===== src/rtl/bpt_pkg.sv =====
`timescale 1ns/1ps
package bpt_pkg;

  typedef enum logic [1:0] {
    CMD_NOP  = 2'b00,
    CMD_ACT  = 2'b01,
    CMD_READ = 2'b10,
    CMD_PRE  = 2'b11
  } cmd_e;

  // Read-to-precharge spacing in clocks for a given burst length.
  function automatic int unsigned read_to_pre(input int unsigned burst);
    return burst / 2;
  endfunction

  function automatic bit burst_supported(input int unsigned burst);
    return (burst == 2) || (burst == 4) || (burst == 8);
  endfunction

  // Width of a down-counter loaded with (window - 1).
  function automatic int unsigned window_width(input int unsigned window);
    return (window < 2) ? 1 : $clog2(window);
  endfunction

endpackage


===== src/rtl/bpt_bank_timer.sv =====
`timescale 1ns/1ps
module bpt_bank_timer #(
  parameter int unsigned T_RAS = 6,
  parameter int unsigned T_RP  = 3,
  parameter int unsigned T_RTP = 2
) (
  input  logic clk,
  input  logic rst_n,
  input  logic act_go,
  input  logic read_go,
  input  logic read_ap,
  input  logic pre_go,
  output logic is_open,
  output logic ras_ok,
  output logic rtp_ok,
  output logic rp_ok,
  output logic ap_pend,
  output logic ap_fire,
  output logic prech_start
);
  localparam int unsigned RAS_W = bpt_pkg::window_width(T_RAS);
  localparam int unsigned RP_W  = bpt_pkg::window_width(T_RP);
  localparam int unsigned RTP_W = bpt_pkg::window_width(T_RTP);
  localparam logic [RAS_W-1:0] RAS_LOAD = RAS_W'(T_RAS - 1);
  localparam logic [RP_W-1:0]  RP_LOAD  = RP_W'(T_RP - 1);
  localparam logic [RTP_W-1:0] RTP_LOAD = RTP_W'(T_RTP - 1);

  logic [RAS_W-1:0] ras_left;
  logic [RP_W-1:0]  rp_left;
  logic [RTP_W-1:0] rtp_left;

  assign ras_ok = (ras_left == '0);
  assign rp_ok  = (rp_left == '0);
  assign rtp_ok = (rtp_left == '0);

  // Deferred auto-precharge: waits for both the read spacing and tRAS.
  assign ap_fire     = ap_pend & ras_ok & rtp_ok;
  assign prech_start = pre_go | ap_fire;

  always_ff @(posedge clk) begin
    if (!rst_n) begin
      ras_left <= '0;
      rp_left  <= '0;
      rtp_left <= '0;
      is_open  <= 1'b0;
      ap_pend  <= 1'b0;
    end else begin
      if (act_go)
        ras_left <= RAS_LOAD;
      else if (!ras_ok)
        ras_left <= ras_left - 1'b1;

      if (read_go)
        rtp_left <= RTP_LOAD;
      else if (!rtp_ok)
        rtp_left <= rtp_left - 1'b1;

      if (prech_start)
        rp_left <= RP_LOAD;
      else if (!rp_ok)
        rp_left <= rp_left - 1'b1;

      if (prech_start)
        is_open <= 1'b0;
      else if (act_go)
        is_open <= 1'b1;

      if (prech_start)
        ap_pend <= 1'b0;
      else if (read_go)
        ap_pend <= read_ap;
    end
  end
endmodule


===== src/rtl/bpt_cmd_gate.sv =====
`timescale 1ns/1ps
module bpt_cmd_gate #(
  parameter int unsigned BANK_W = 2,
  localparam int unsigned NBANK = 1 << BANK_W
) (
  input  bpt_pkg::cmd_e     cmd,
  input  logic [BANK_W-1:0] bank,
  input  logic              all_banks,
  input  logic [NBANK-1:0]  is_open,
  input  logic [NBANK-1:0]  ras_ok,
  input  logic [NBANK-1:0]  rtp_ok,
  input  logic [NBANK-1:0]  rp_ok,
  input  logic [NBANK-1:0]  ap_pend,
  output logic              legal,
  output logic [NBANK-1:0]  act_go,
  output logic [NBANK-1:0]  read_go,
  output logic [NBANK-1:0]  pre_go
);
  logic [NBANK-1:0] sel;
  logic [NBANK-1:0] pre_ok;
  logic [NBANK-1:0] pre_mask;

  // A bank may be precharged when outside tRP, with no pending auto-precharge,
  // and either idle or past both its tRAS and read spacing.
  for (genvar b = 0; b < NBANK; b++) begin : g_preok
    assign pre_ok[b] = rp_ok[b] & ~ap_pend[b] & (~is_open[b] | (ras_ok[b] & rtp_ok[b]));
  end

  always_comb begin
    sel       = '0;
    sel[bank] = 1'b1;
    pre_mask  = all_banks ? '1 : sel;
    legal     = 1'b1;
    act_go    = '0;
    read_go   = '0;
    pre_go    = '0;
    case (cmd)
      bpt_pkg::CMD_ACT: begin
        legal  = |(sel & ~is_open & rp_ok);
        act_go = legal ? sel : '0;
      end
      bpt_pkg::CMD_READ: begin
        legal   = |(sel & is_open & ~ap_pend);
        read_go = legal ? sel : '0;
      end
      bpt_pkg::CMD_PRE: begin
        legal  = all_banks ? (&pre_ok) : (|(sel & pre_ok));
        pre_go = legal ? (pre_mask & is_open) : '0;
      end
      default: legal = 1'b1;
    endcase
  end
endmodule


===== src/rtl/bank_prech_tracker.sv =====
`timescale 1ns/1ps
module bank_prech_tracker #(
  parameter int unsigned BANK_W    = 2,
  parameter int unsigned BURST_LEN = 4,
  parameter int unsigned T_RAS     = 6,
  parameter int unsigned T_RP      = 3
) (
  input  logic                     clk,
  input  logic                     rst_n,
  input  logic [1:0]               cmd_code,
  input  logic [BANK_W-1:0]        cmd_bank,
  input  logic                     cmd_all,
  input  logic                     cmd_autopre,
  output logic                     cmd_legal,
  output logic                     cmd_illegal,
  output logic [(1<<BANK_W)-1:0]   bank_open,
  output logic [(1<<BANK_W)-1:0]   bank_autopre_fire
);
  localparam int unsigned NBANK = 1 << BANK_W;
  localparam int unsigned T_RTP = bpt_pkg::read_to_pre(BURST_LEN);

  if (!bpt_pkg::burst_supported(BURST_LEN)) begin : g_bad_burst
    $error("bank_prech_tracker: BURST_LEN must be 2, 4 or 8");
  end
  if (T_RAS < 1 || T_RP < 1) begin : g_bad_timing
    $error("bank_prech_tracker: T_RAS and T_RP must be at least 1");
  end

  bpt_pkg::cmd_e    cmd;
  logic [NBANK-1:0] is_open, ras_ok, rtp_ok, rp_ok, ap_pend;
  logic [NBANK-1:0] act_go, read_go, pre_go, ap_fire, prech_start;

  assign cmd = bpt_pkg::cmd_e'(cmd_code);

  bpt_cmd_gate #(.BANK_W(BANK_W)) gate_i (
    .cmd       (cmd),
    .bank      (cmd_bank),
    .all_banks (cmd_all),
    .is_open   (is_open),
    .ras_ok    (ras_ok),
    .rtp_ok    (rtp_ok),
    .rp_ok     (rp_ok),
    .ap_pend   (ap_pend),
    .legal     (cmd_legal),
    .act_go    (act_go),
    .read_go   (read_go),
    .pre_go    (pre_go)
  );

  for (genvar b = 0; b < NBANK; b++) begin : g_bank
    bpt_bank_timer #(.T_RAS(T_RAS), .T_RP(T_RP), .T_RTP(T_RTP)) timer_i (
      .clk         (clk),
      .rst_n       (rst_n),
      .act_go      (act_go[b]),
      .read_go     (read_go[b]),
      .read_ap     (cmd_autopre),
      .pre_go      (pre_go[b]),
      .is_open     (is_open[b]),
      .ras_ok      (ras_ok[b]),
      .rtp_ok      (rtp_ok[b]),
      .rp_ok       (rp_ok[b]),
      .ap_pend     (ap_pend[b]),
      .ap_fire     (ap_fire[b]),
      .prech_start (prech_start[b])
    );
  end

  always_ff @(posedge clk) begin
    if (!rst_n) cmd_illegal <= 1'b0;
    else        cmd_illegal <= ~cmd_legal;
  end

  assign bank_open         = is_open;
  assign bank_autopre_fire = ap_fire;
endmodule


===== config.mk =====
export PLATFORM = sky130hd
export DESIGN_NAME = bank_prech_tracker
export DESIGN_NICKNAME = d
export VERILOG_FILES = /design/src/rtl/bpt_pkg.sv /design/src/rtl/bpt_bank_timer.sv /design/src/rtl/bpt_cmd_gate.sv /design/src/rtl/bank_prech_tracker.sv
export SDC_FILE = /design/constraint.sdc
export NUM_CORES = 1
export LEC_CHECK = 0
export ABC_CLOCK_PERIOD_IN_PS = 4770
export BUFFER_PORTS_ARGS = -buffer_cell sky130_fd_sc_hd__clkbuf_2
export CAP_MARGIN = 20
export CORE_AREA = 4 4 56 83
export DETAILED_ROUTE_END_ITERATION = 12
export DIE_AREA = 0 0 60 87
export GPL_TIMING_DRIVEN = 0
export MAX_ROUTING_LAYER = met4
export PLACE_DENSITY_LB_ADDON = 0.3
export SETUP_SLACK_MARGIN = 0.2
export SLEW_MARGIN = 40
export SYNTH_ARGS = -nofsm -noshare
export SYNTH_HDL_FRONTEND = slang
export SYNTH_SLANG_ARGS = --single-unit

===== constraint.sdc =====
create_clock -name clk -period 4.77 [get_ports clk]
set_input_delay 0.954 -clock clk [delete_from_list [all_inputs] [get_ports clk]]
set_output_delay 0.954 -clock clk [all_outputs]
set_load 0.01 [all_outputs]

==> results.toml <==
[die]
dieArea_um2 = 5220
die_w_um = 60
core-area_um2 = 3924
die_h_um = 87
placementRows = 28
ios = 18
start_util_pct = 44.13

[placed_design]
dp_hpwl_um = 2597
place_ws_ps = 1363
gp_congestion = 0.9037
port_buffers = 17
dp.cells = 261

[critical_path]
crit_buf_inv = 2
cp_max_fo = 10
start_kind = "flop"
critPathCaptureType = "output pin"
worstPathCellList = "inv_1, ha_1, ha_1, nand2b_1, a2111oi_1, mux4_1, nand4b_1, o21ai_2, nand2b_1, clkbuf_2"
regToRegSetupSlack_ps = 2330
cp_data_required_time_ps = 3820
slowest_delay_ps = 570
cp_top_family = "compound AO/OA/AOI/OAI gates"
critPathArrivalTime_ps = 2740
cp_slowest_cell = "a2111oi_1"
path_class = "reg -> out"

[power]
p_total_w = 0.0007225
ir_drop_mv = 0.2247
p_int_w = 0.0004951
p_seq_share_pct = 44.2
clockPowerShare_pct = 27.8
powerDensity_nw_per_um2 = 369.5
p_comb_share_pct = 28.0
p_sw_w = 0.0002274
switching_share_pct = 31.47
power.leakage_nw = 0.9244

[timing]
finalCritPeriodShare_pct = 77.40
fin_setup_tns_ps = 0
rsz0062_at_grt = "no"
finalWorstSetupSlack_ps = 1078
maxSlewViolCount = 0
setup_viol = 0
clock.fmax_ghz = 0.2708
hold_viol_final = 0
fin_crit_ps = 3692
skew_ps = 7.285
max_slew_margin_pct = 63.73
max_slew.worst_pin.slew_ps = 542.7

[routing]
drt_iter0_markers = 35
antenna_left = 0
wl_per_cell_um = 12.91
drtPass1Iterations = 4
drc = 0
via_count = 1407
wirelength_um = 3474
avgViaCountPerCell = 5.230

[synthesis]
netlist_area_um2 = 1732
synthArstFlopShare_pct = 0
syn_area_per_cell_um2 = 8.702
synth_area_leaders = "dfxtp_1, ha_1, inv_1, a21oi_1, buf_4"
seq_area_frac_synth_pct = 38.15
synth_cell_types = 33
yosysTopAreaCell = "dfxtp_1"
ys_warn_count = 0
synth-edff-count = 0
synthCells = 199
synth_fp_nets = 219
synth-seq-cells = 33
synth_flop_cell = "dfxtp_1"
synth_top_area_share_pct = 38.15

[hold_path]
worstHoldPathType = "reg -> reg"

[cells_and_area]
nets = 243
diodes = 0
area_growth_pct = 12.93
drive_above_1_share_pct = 17.41
final_cell_mix = "dfxtp_1, inv_1, nand2_1, a21oi_1, clkbuf_2"
final_common_cell = "dfxtp_1"
instances_no_fill = 269

[clock_tree]
insertion_delay_ps = 290
numCtsBuffers = 5
post_cts_resized = 0
cts_tree = "built"
cts-root-buf = "clkbuf_8"
clk_path_buf_depth = 2
clock_sinks = 33
cts_setup_buffers = 0
clk_pin_slew_worst_paths_ps = 70
cts-hold-fix-buffers = 0
htree_num_levels = 2

[global_route]
grt_max_degree = 11
grt_pass1_vias = 1340
grt.overflow.total = 0
antenna_found_initial = 0
grt_pass1_wl_um = 5892
grt_usage_pct = 15.90

[job]
maxCapViolCount = 0

[outcome]
outcome = "finished clean"
-- metrics by stage --
| stage | utilization [%] | hold slack [ps] | instance area (µm²) |
|---|---|---|---|
| floorplan | - | 444.7 | 1732 |
| global placement | 47.74 | 469.9 | 1873 |
| detailed placement | 47.74 | 467.5 | 1873 |
| CTS | 49.84 | 478.2 | 1956 |
| global route | 49.84 | 508.9 | 1956 |
| finish | 49.84 | 480.6 | 1956 |
-- layout make-up --
class	count	area, µm²
Clock inverter	2	10.01
Timing Repair Buffer	17	85.08
Multi-Input combinational cell	129	897.1
Clock buffer	6	72.57
Buffer	12	80.08
Inverter	25	93.84
Fill cell	387	1968
Tap cell	45	56.30
Sequential cell	33	660.6
-- power groups by stage --
stage,clock network [W],registers (W),logic [W]
floorplan,0,0.000323,0.000163
global placement,0,0.000325,0.000200
detailed placement,0,0.000326,0.000203
CTS,0.000207,0.000320,0.000205
global route,0.000218,0.000323,0.000234
finish,0.000201,0.000319,0.000202
-- sequential cells by signal, indices dropped and copies added, names as in the netlist --
name and count:
g_bank.timer_i.rtp_left 4, g_bank.timer_i.ap_pend 4, g_bank.timer_i.rp_left 8, g_bank.timer_i.ras_left 12, cmd_illegal 1, g_bank.timer_i.is_open 4
-- per-layer routing --
layer | global-route usage (%) | vias to the layer above | part of all wire, %
met1 | 17.16 | 638 | 44
met2 | 24.90 | 33 | 48
li1 | - | 724 | -
met5 | - | - | 0
met3 | 4.154 | 12 | 4.0
met4 | 10.69 | 0 | 3.9
-- Yosys cell counts (3+ instances only) --
master / number
a41o_1: 4
inv_1: 25
or2_2: 3
a311oi_1: 3
nand3_1: 3
nor3_1: 4
ha_1: 12
mux2i_1: 4
a2111oi_1: 4
and3_1: 5
a21oi_1: 18
dfxtp_1: 33
nor3b_1: 7
nand2_1: 18
nand2b_1: 10
buf_4: 9
xor2_1: 4
o21ai_0: 6
nor2_1: 8
-- logic make-up (layout without fill, tap and decap cells) --
logic type | count (synthesis) | in the layout | share of synthesized area, %
XOR/XNOR | 4 | 4 | 2.023
buffers and inverters | 37 | 62 | 10.04
adder cells (fa/ha/maj) | 12 | 12 | 8.670
AND/OR/NAND/NOR | 67 | 67 | 21.46
AO/OA/AOI/OAI | 41 | 41 | 15.82
multiplexers | 5 | 5 | 3.830
flip-flops | 33 | 33 | 38.15
-- worst paths after layout --
path,start,end,cells after the start
setup reg to reg,g_bank[1].timer_i.ras_left[0],g_bank[3].timer_i.is_open,9
setup / recovery,g_bank[1].timer_i.ras_left[0],cmd_legal,10
hold reg to reg,g_bank[0].timer_i.rp_left[0],g_bank[0].timer_i.rp_left[0],1
hold / removal,g_bank[0].timer_i.rp_left[0],g_bank[0].timer_i.rp_left[0],1
(Power assumes the default switching activity.)
